$ cat src/rtl/uart_hwflow_pkg.sv
package uart_hwflow_pkg;
    typedef enum logic [1:0] {
        RTS_OFF  = 2'd0,
        RTS_ON   = 2'd1,
        RTS_HOLD = 2'd2
    } rts_state_e;

    typedef enum logic {
        TX_GO   = 1'b0,
        TX_WAIT = 1'b1
    } tx_state_e;
endpackage

$ cat src/rtl/uart_rts_ctrl.sv
module uart_rts_ctrl
    import uart_hwflow_pkg::*;
#(
    parameter int DEPTH   = 16,
    parameter int TRIG_L0 = 1,
    parameter int TRIG_L1 = 4,
    parameter int TRIG_L2 = 8,
    parameter int TRIG_L3 = 14,
    parameter int LVL_W   = $clog2(DEPTH + 1)
) (
    input  logic             clk,
    input  logic             rst_n,
    input  logic [LVL_W-1:0] fill,
    input  logic [1:0]       sel,
    input  logic             mcr_rts,
    input  logic             auto_en,
    output logic             rts_n,
    output logic             trig_irq
);
    rts_state_e state, state_nx;
    logic [LVL_W-1:0] lvl_trig, lvl_up, lvl_lo;

    // Threshold selection; the lower level of code 0 means "empty".
    always_comb begin
        unique case (sel)
            2'd0: begin lvl_trig = LVL_W'(TRIG_L0); lvl_up = LVL_W'(TRIG_L1); lvl_lo = LVL_W'(1);       end
            2'd1: begin lvl_trig = LVL_W'(TRIG_L1); lvl_up = LVL_W'(TRIG_L2); lvl_lo = LVL_W'(TRIG_L0); end
            2'd2: begin lvl_trig = LVL_W'(TRIG_L2); lvl_up = LVL_W'(TRIG_L3); lvl_lo = LVL_W'(TRIG_L1); end
            default: begin lvl_trig = LVL_W'(TRIG_L3); lvl_up = LVL_W'(DEPTH); lvl_lo = LVL_W'(TRIG_L2); end
        endcase
    end

    always_comb begin
        state_nx = state;
        if (!mcr_rts) begin
            state_nx = RTS_OFF;
        end else begin
            unique case (state)
                RTS_OFF:  state_nx = (auto_en && fill >= lvl_up) ? RTS_HOLD : RTS_ON;
                RTS_ON:   if (auto_en && fill >= lvl_up) state_nx = RTS_HOLD;
                RTS_HOLD: if (!auto_en || fill < lvl_lo) state_nx = RTS_ON;
                default:  state_nx = RTS_OFF;
            endcase
        end
    end

    always_ff @(posedge clk or negedge rst_n) begin
        if (!rst_n) state <= RTS_OFF;
        else        state <= state_nx;
    end

    always_ff @(posedge clk or negedge rst_n) begin
        if (!rst_n) trig_irq <= 1'b0;
        else        trig_irq <= auto_en && (fill >= lvl_trig);
    end

    always_comb rts_n = (state != RTS_ON);


    mcr_clear_forces_high_chk: assert property (@(posedge clk) disable iff (!rst_n)
        !mcr_rts |=> rts_n);

    plain_output_follows_chk: assert property (@(posedge clk) disable iff (!rst_n)
        (!auto_en && mcr_rts) |=> !rts_n);

    upper_level_release_chk: assert property (@(posedge clk) disable iff (!rst_n)
        (auto_en && mcr_rts && fill >= lvl_up) |=> rts_n);

    hold_hysteresis_chk: assert property (@(posedge clk) disable iff (!rst_n)
        (state == RTS_HOLD && auto_en && mcr_rts && fill >= lvl_lo) |=> state == RTS_HOLD);

    irq_needs_auto_chk: assert property (@(posedge clk) disable iff (!rst_n)
        !auto_en |=> !trig_irq);
endmodule

$ cat src/rtl/uart_cts_gate.sv
module uart_cts_gate
    import uart_hwflow_pkg::*;
#(
    parameter int SYNC_STAGES = 2
) (
    input  logic clk,
    input  logic rst_n,
    input  logic cts_n,
    input  logic auto_en,
    input  logic char_boundary,
    output logic permit
);
    logic [SYNC_STAGES-1:0] sync_q;
    logic cts_n_s;
    tx_state_e state, state_nx;

    generate
        if (SYNC_STAGES == 1) begin : g_one
            always_ff @(posedge clk or negedge rst_n) begin
                if (!rst_n) sync_q <= '1;
                else        sync_q <= cts_n;
            end
        end else begin : g_chain
            always_ff @(posedge clk or negedge rst_n) begin
                if (!rst_n) sync_q <= '1;
                else        sync_q <= {sync_q[SYNC_STAGES-2:0], cts_n};
            end
        end
    endgenerate

    always_comb cts_n_s = sync_q[SYNC_STAGES-1];

    always_comb begin
        state_nx = state;
        unique case (state)
            TX_GO:   if (auto_en && char_boundary && cts_n_s) state_nx = TX_WAIT;
            TX_WAIT: if (!auto_en || (char_boundary && !cts_n_s)) state_nx = TX_GO;
            default: state_nx = TX_GO;
        endcase
    end

    always_ff @(posedge clk or negedge rst_n) begin
        if (!rst_n) state <= TX_GO;
        else        state <= state_nx;
    end

    always_comb permit = (state == TX_GO);


    mid_char_stable_chk: assert property (@(posedge clk) disable iff (!rst_n)
        (auto_en && !char_boundary) |=> $stable(permit));

    cts_off_permit_chk: assert property (@(posedge clk) disable iff (!rst_n)
        !auto_en |=> permit);
endmodule

$ cat src/rtl/uart_hwflow_ctrl.sv
module uart_hwflow_ctrl #(
    parameter int DEPTH   = 16,
    parameter int TRIG_L0 = 1,
    parameter int TRIG_L1 = 4,
    parameter int TRIG_L2 = 8,
    parameter int TRIG_L3 = 14,
    parameter int LVL_W   = $clog2(DEPTH + 1)
) (
    input  logic             clk,
    input  logic             rst_n,
    input  logic [LVL_W-1:0] rx_fill,
    input  logic [1:0]       rx_trig_sel,
    input  logic             mcr_rts,
    input  logic             auto_rts_en,
    input  logic             auto_cts_en,
    input  logic             cts_n,
    input  logic             tx_char_boundary,
    output logic             rts_n,
    output logic             rx_trig_irq,
    output logic             tx_permit
);
    uart_rts_ctrl #(
        .DEPTH(DEPTH), .TRIG_L0(TRIG_L0), .TRIG_L1(TRIG_L1),
        .TRIG_L2(TRIG_L2), .TRIG_L3(TRIG_L3), .LVL_W(LVL_W)
    ) u_rts (
        .clk(clk), .rst_n(rst_n), .fill(rx_fill), .sel(rx_trig_sel),
        .mcr_rts(mcr_rts), .auto_en(auto_rts_en),
        .rts_n(rts_n), .trig_irq(rx_trig_irq)
    );

    uart_cts_gate #(.SYNC_STAGES(2)) u_cts (
        .clk(clk), .rst_n(rst_n), .cts_n(cts_n), .auto_en(auto_cts_en),
        .char_boundary(tx_char_boundary), .permit(tx_permit)
    );


    reset_release_state_chk: assert property (@(posedge clk)
        $rose(rst_n) |-> (rts_n && !rx_trig_irq && tx_permit));
endmodule

$ cat config.mk
export PLATFORM = sky130hd
export DESIGN_NAME = uart_hwflow_ctrl
export DESIGN_NICKNAME = d
export VERILOG_FILES = /design/src/rtl/uart_hwflow_pkg.sv /design/src/rtl/uart_rts_ctrl.sv /design/src/rtl/uart_cts_gate.sv /design/src/rtl/uart_hwflow_ctrl.sv
export SDC_FILE = /design/constraint.sdc
export NUM_CORES = 1
export LEC_CHECK = 0
export BUFFER_PORTS_ARGS = -buffer_cell sky130_fd_sc_hd__buf_2
export CAP_MARGIN = 20
export CORE_AREA = 2 2 39 41
export CTS_CLUSTER_DIAMETER = 30
export DETAILED_ROUTE_END_ITERATION = 7
export DIE_AREA = 0 0 41 43
export PLACE_DENSITY = 0.74
export SLEW_MARGIN = 20
export SYNTH_ARGS = -nofsm -noshare
export SYNTH_HDL_FRONTEND = slang
export SYNTH_SLANG_ARGS = --single-unit
$ cat constraint.sdc
create_clock -name clk -period 1.55 [get_ports clk]
set_input_delay 0.31 -clock clk [delete_from_list [all_inputs] [get_ports clk]]
set_output_delay 0.31 -clock clk [all_outputs]
set_load 0.1 [all_outputs]
Word level (Yosys, flattened, before mapping)
Cells that the tools add are included.
Widths: inputs -> output; s select.
- register bits after elaboration: 6
- output and inout bits: 3
- input port bits: 14
- reduce and logical (&&, ||, !) cells: 14
- multiplexer cells: 11
- order comparisons: 3
- equality and inequality tests: 7
- bitwise operators: 1
- operators with widths (cell ; count):
    $pmux 5 s3 ; 1
    $pmux 4 s3 ; 1
    $mux 2 ; 4
    $pmux 4 s2 ; 1
    $ne 3x2->1 const B ; 2
    $pmux 2 s3 ; 1
    $ge 5x4->1 ; 1
    $ge 5x5->1 ; 1
    $logic_and 1x1->1 ; 5
    $lt 5x4->1 ; 1
    $eq 2x1->1 const B ; 2
    $eq 2x2->1 const B ; 2
    $logic_not 2->1 ; 2
    $logic_not 1->1 ; 3
    $logic_or 1x1->1 ; 2
    $mux 1 ; 2
    $ne 2x1->1 const B ; 1
    $pmux 1 s2 ; 1
    $reduce_and 2->1 ; 1
    $reduce_or 2->1 ; 1
    $not 1->1 ; 1

Longest topological paths before layout
- depth in word-level cells: 8
- gate-level depth with buffers: 8
- gate-level depth less buffers: 8

By module
Synthesis repeated with hierarchy kept, for this count alone.
- cells, all modules: 59
- area, all modules: 544.3 µm²
- modules (own cells, without submodules) (module ; area each (µm²) ; cells an instance ; times used ; seq. area each (µm²)):
    uart_rts_ctrl ; 446.7 ; 53 ; 1 ; 75.1
    uart_cts_gate ; 97.6 ; 6 ; 1 ; 77.6

Worst setup path after synthesis
OpenSTA, ideal clock, no wires.
- path kind: input-to-reg
- from: input port rx_trig_sel[0]
- to: register u_rts.state[0]
- library setup time: 0.068 ns
- path slack: -0.045 ns
- stages: 8
- buffers on the path: 0
- arrival time: 1.527 ns
- cell sequence: inv_1 ha_1 o21ai_0 ha_1 o21ai_1 a31oi_1 o31ai_2 and4_1
- longest elaborated chain between the ends: 7
- elaborated cells between the ends (all ways): 16
- RTL lines (what ; line ; text):
    from (decl) ; uart_hwflow_ctrl.sv:12 ; input logic [1:0] rx_trig_sel,
    $eq 2x2->1 (tied with other cells) ; uart_rts_ctrl.sv:25 ; unique case (sel)
    $pmux 5 s3 or $reduce_or 2->1 (tied branches) ; -- ;
    $ge 5x5->1 or $pmux 4 s2 (tied branches) ; uart_rts_ctrl.sv:39, uart_rts_ctrl.sv:40, uart_rts_ctrl.sv:25 ;
    $logic_and 1x1->1 or $lt 5x4->1 (tied branches) ; uart_rts_ctrl.sv:39, uart_rts_ctrl.sv:40, uart_rts_ctrl.sv:41 ;
    $mux 2 or $logic_or 1x1->1 (tied branches) ; uart_rts_ctrl.sv:39, uart_rts_ctrl.sv:41 ;
    $pmux 2 s3 or $ne 3x2->1 (tied branches) ; -- ;
    $mux 2 or $reduce_and 2->1 (tied branches) ; -- ;
    to (signal assigned) ; uart_rts_ctrl.sv:49 ; else state <= state_nx;
    to (decl) ; uart_rts_ctrl.sv:20 ; rts_state_e state, state_nx;
Several ways; a longest one is shown, not always the timed one.
A chain may end at the register's enable or synchronous reset.

Worst setup path after layout
- from: input port rx_trig_sel[1]
- to: register u_rts.state[0]
Same word-level chain as after synthesis.

==> key figures <==
Clocking
  – Max Buffers Root-to-Sink: 2
  – CTS tree: done
  – Clk root buf: clkbuf_4
  – Clock-pin transition on the worst setup and hold timing paths: 40 ps
  – H-tree Lvls: 1
  – Clock sinks: 6
  – TritonCTS Buffers: 3
  – Worst-skew pair later-pin latency: between 200 and 250 ps

Pwr
  – Worst IR drop on VDD: around 0.00022 V
  – Final Power: about 0.52 mW
  – P per Cell Area: 661.7 mW/mm^2
  – Clock power frac: a little over a quarter
  – Share of power burned in registers: 34.1%
  – Switching Fraction: between 30% and 40%
  – Leak: around 0.4 nW
  – P_int: 0.3368 mW
  – Combinational fraction of design power: between 30% and 40%
  – Psw: about 0.19 mW

GRT
  – Largest net degree at the start of global routing: 7
  – Tot GR Track Use: a little over an eighth
  – Vias in the first global route: ~460
  – Antenna violations before repair: 0
  – GR Overflow Total: 0
  – First-pass GRT wire length: ~1600 microns

Die
  – Initial core utilization: approximately two fifths
  – Row count: 14
  – Die height: between 40 and 50 microns
  – CORE AREA: 0.001384 sq mm
  – Die area: 0.001763 sq mm
  – DIE WIDTH: about 40 microns
  – Ports: 17

Layout
  – Final Instance Area: between 700 and 800 sq um
  – Layout cells sized above 1: roughly 42%
  – Final Util: between 50 and 60%
  – Fin nets: 119
  – Non-Filler Instances: between 100 and 150
  – Fillers: approximately 140
  – N_diodes: 0
  – Layout area overhead: 44.06%

Place
  – Placer congestion estimate: between 0.7 and 0.8
  – Number of port buffers: 16
  – Post-Place Worst Slack: -233.3 ps
  – Placed cell count: between 90 and 100
  – DP Area: between 700 and 800 sq um
  – Detailed Place HPWL: 907.1 microns

Detailed routing
  – DRC: 0
  – DR iter-0 viols: 5
  – DRT antenna net count: 0
  – Post-DR vias/cell: 4.837
  – Final wirelength: about 1000 microns
  – Via count: between 500 and 600
  – First-pass iteration count of the detailed router: 4
  – Drt wl/cell: ~10 microns

Worst setup path
  – Worst Path Required: 1720 ps
  – Critical path class: input pin to flip-flop
  – CP Capture Type: flip-flop
  – Crit path arrival time: around 1700 ps
  – Buffers and inverters on the worst path: 2
  – Peak per-stage delay on the critical path: ~270 ps
  – CP max stage cell: ha_1
  – Worst Path Max Fanout: 4
  – Cell family with most CP delay: compound AO/OA/AOI/OAI gates
  – Worst reg2reg path depth: 4
  – Worst path cell trace: buf_4 -> ha_4 -> inv_2 -> o21ai_2 -> ha_1 -> o21ai_1 -> a31oi_1 -> o31ai_2 -> and4_1
  – CP Depth: 9
  – CP startpoint kind: input pin

Synth
  – Mapped Cells: 60
  – Synth top area share: about a third
  – Ranking of synthesized cells by area: ha_1, dfrtp_1, dfstp_2
  – Post-synth net total: 89
  – Leading area contributor after synthesis: ha_1
  – Syn_area_per_cell: around 9.1 sq um
  – Asr flop ratio synth: 100.0%
  – Mapped Area: approximately 550 sq um
  – EDFF count, synth: 0
  – Top_reg_cell synth: dfrtp_1
  – Synth Warn #: 0
  – Seq/Total Area, Yosys: between 20% and 30%
  – Top post-synthesis cells by count: ha_1, inv_1, nor2_1
  – Synth unique cells: 22
  – Yosys reg bits: 6
  – Most common cell in the netlist: ha_1

Hold path
  – Hold/Removal Path Class: input pin to flip-flop
  – Worst Hold Depth: 1

Timing
  – Setup tns final: 0 ps
  – Max-slew violations: 0
  – Final setup viols: 0
  – Slew margin rel.: between 60% and 70%
  – Hold Fails Final Rpt: 0
  – WHS: approximately 170 ps
  – Worst slew pin tran: roughly 480 ps
  – Final min period: about 1500 ps
  – Max Clock Skew: between 1.5 and 2 ps
  – Fmax: around 670 MHz
  – Final WS setup: 47.24 ps
  – Fin crit share: between 90% and 100%

Status
  – Status: complete, no violations

Flow run
  – Number of max-cap violations: 0
[layout by cell type (no fill, tap or decap), types with 2 or more instances in the layout]
| cell type | netlist | routed |
|---|---|---|
| dfrtp_1 | 4 | 4 |
| o21ai_1 | 2 | 2 |
| nor2_1 | 5 | 5 |
| ha_4 | 0 | 3 |
| nand2b_1 | 2 | 2 |
| buf_4 | 0 | 10 |
| inv_2 | 0 | 2 |
| buf_2 | 0 | 14 |
| a21oi_1 | 3 | 3 |
| dfstp_2 | 2 | 2 |
| clkbuf_4 | 0 | 3 |
| inv_1 | 10 | 8 |
| nand2_1 | 3 | 3 |
| ha_1 | 15 | 12 |
[worst reg2reg max path, delay by kind of cell, from the launching register on]
family | cells | cell delay, ps
compound gates | 1 | 90
flops | 1 | 390
simple gates | 3 | 520
[state kept, by name, indices dropped and copies added (netlist names)]
register,flops
u_cts.state,1
u_rts.trig_irq,1
u_rts.state,2
u_cts.sync_q,2
[routing by layer]
layer / track usage [%] / share of wire (%) / routed length, microns / vias up
met4: 6.000 / 0 / 0 / 0
met1: 14.29 / 41 / 428 / 225
met5: 0 / 0 / 0 / -
met2: 23.75 / 53 / 556 / 15
li1: - / - / - / 263
met3: 3.141 / 5.5 / 57 / 0
[cell families after synthesis]
family,count (synthesis),synth area share (%)
AOI/OAI and AO/OA,12,14.16
adders and majority gates,15,34.25
buffers and inverters,11,7.534
DFF,6,27.85
muxes,1,1.827
and+or+nand+nor,15,14.38
[power groups by stage]
stage	clock network [mW]	logic (mW)	registers (mW)
6_report	0.139	0.206	0.178
5_1_grt	0.150	0.232	0.179
4_1_cts	0.143	0.194	0.178
3_5_place_dp	0	0.192	0.180
3_3_place_gp	0	0.187	0.179
2_1_floorplan	0	0.111	0.198
[timing repair]
item | in CTS | in global routing
resized for setup | 0 | 13
hold endpoints to repair | 4 | 0
hold buffers | 1 | 0
setup buffers | 0 | 1
setup endpoints to repair | 0 | 2
[worst paths after layout]
kind,start,end,slack [ps]
min in group asynchronous,rst_n,u_rts.state[1],420
setup reg to reg,u_rts.state[0],u_rts.state[0],440
max in group asynchronous,rst_n,u_cts.sync_q[0],920
hold reg to reg,u_cts.sync_q[0],u_cts.sync_q[1],360
hold / removal,cts_n,u_cts.sync_q[0],170
setup / recovery,rx_trig_sel[1],u_rts.state[0],50
[area by class of cell]
type	instances	area [sq um]	share of cell area, %
Tap cell	16	20.02	2.536
Timing Repair Buffer	25	155.1	19.65
Inverter	11	43.79	5.547
Clock buffer	3	22.52	2.853
Multi-Input combinational cell	43	395.4	50.08
Sequential cell	6	152.6	19.33
(Power assumes the default switching activity.)
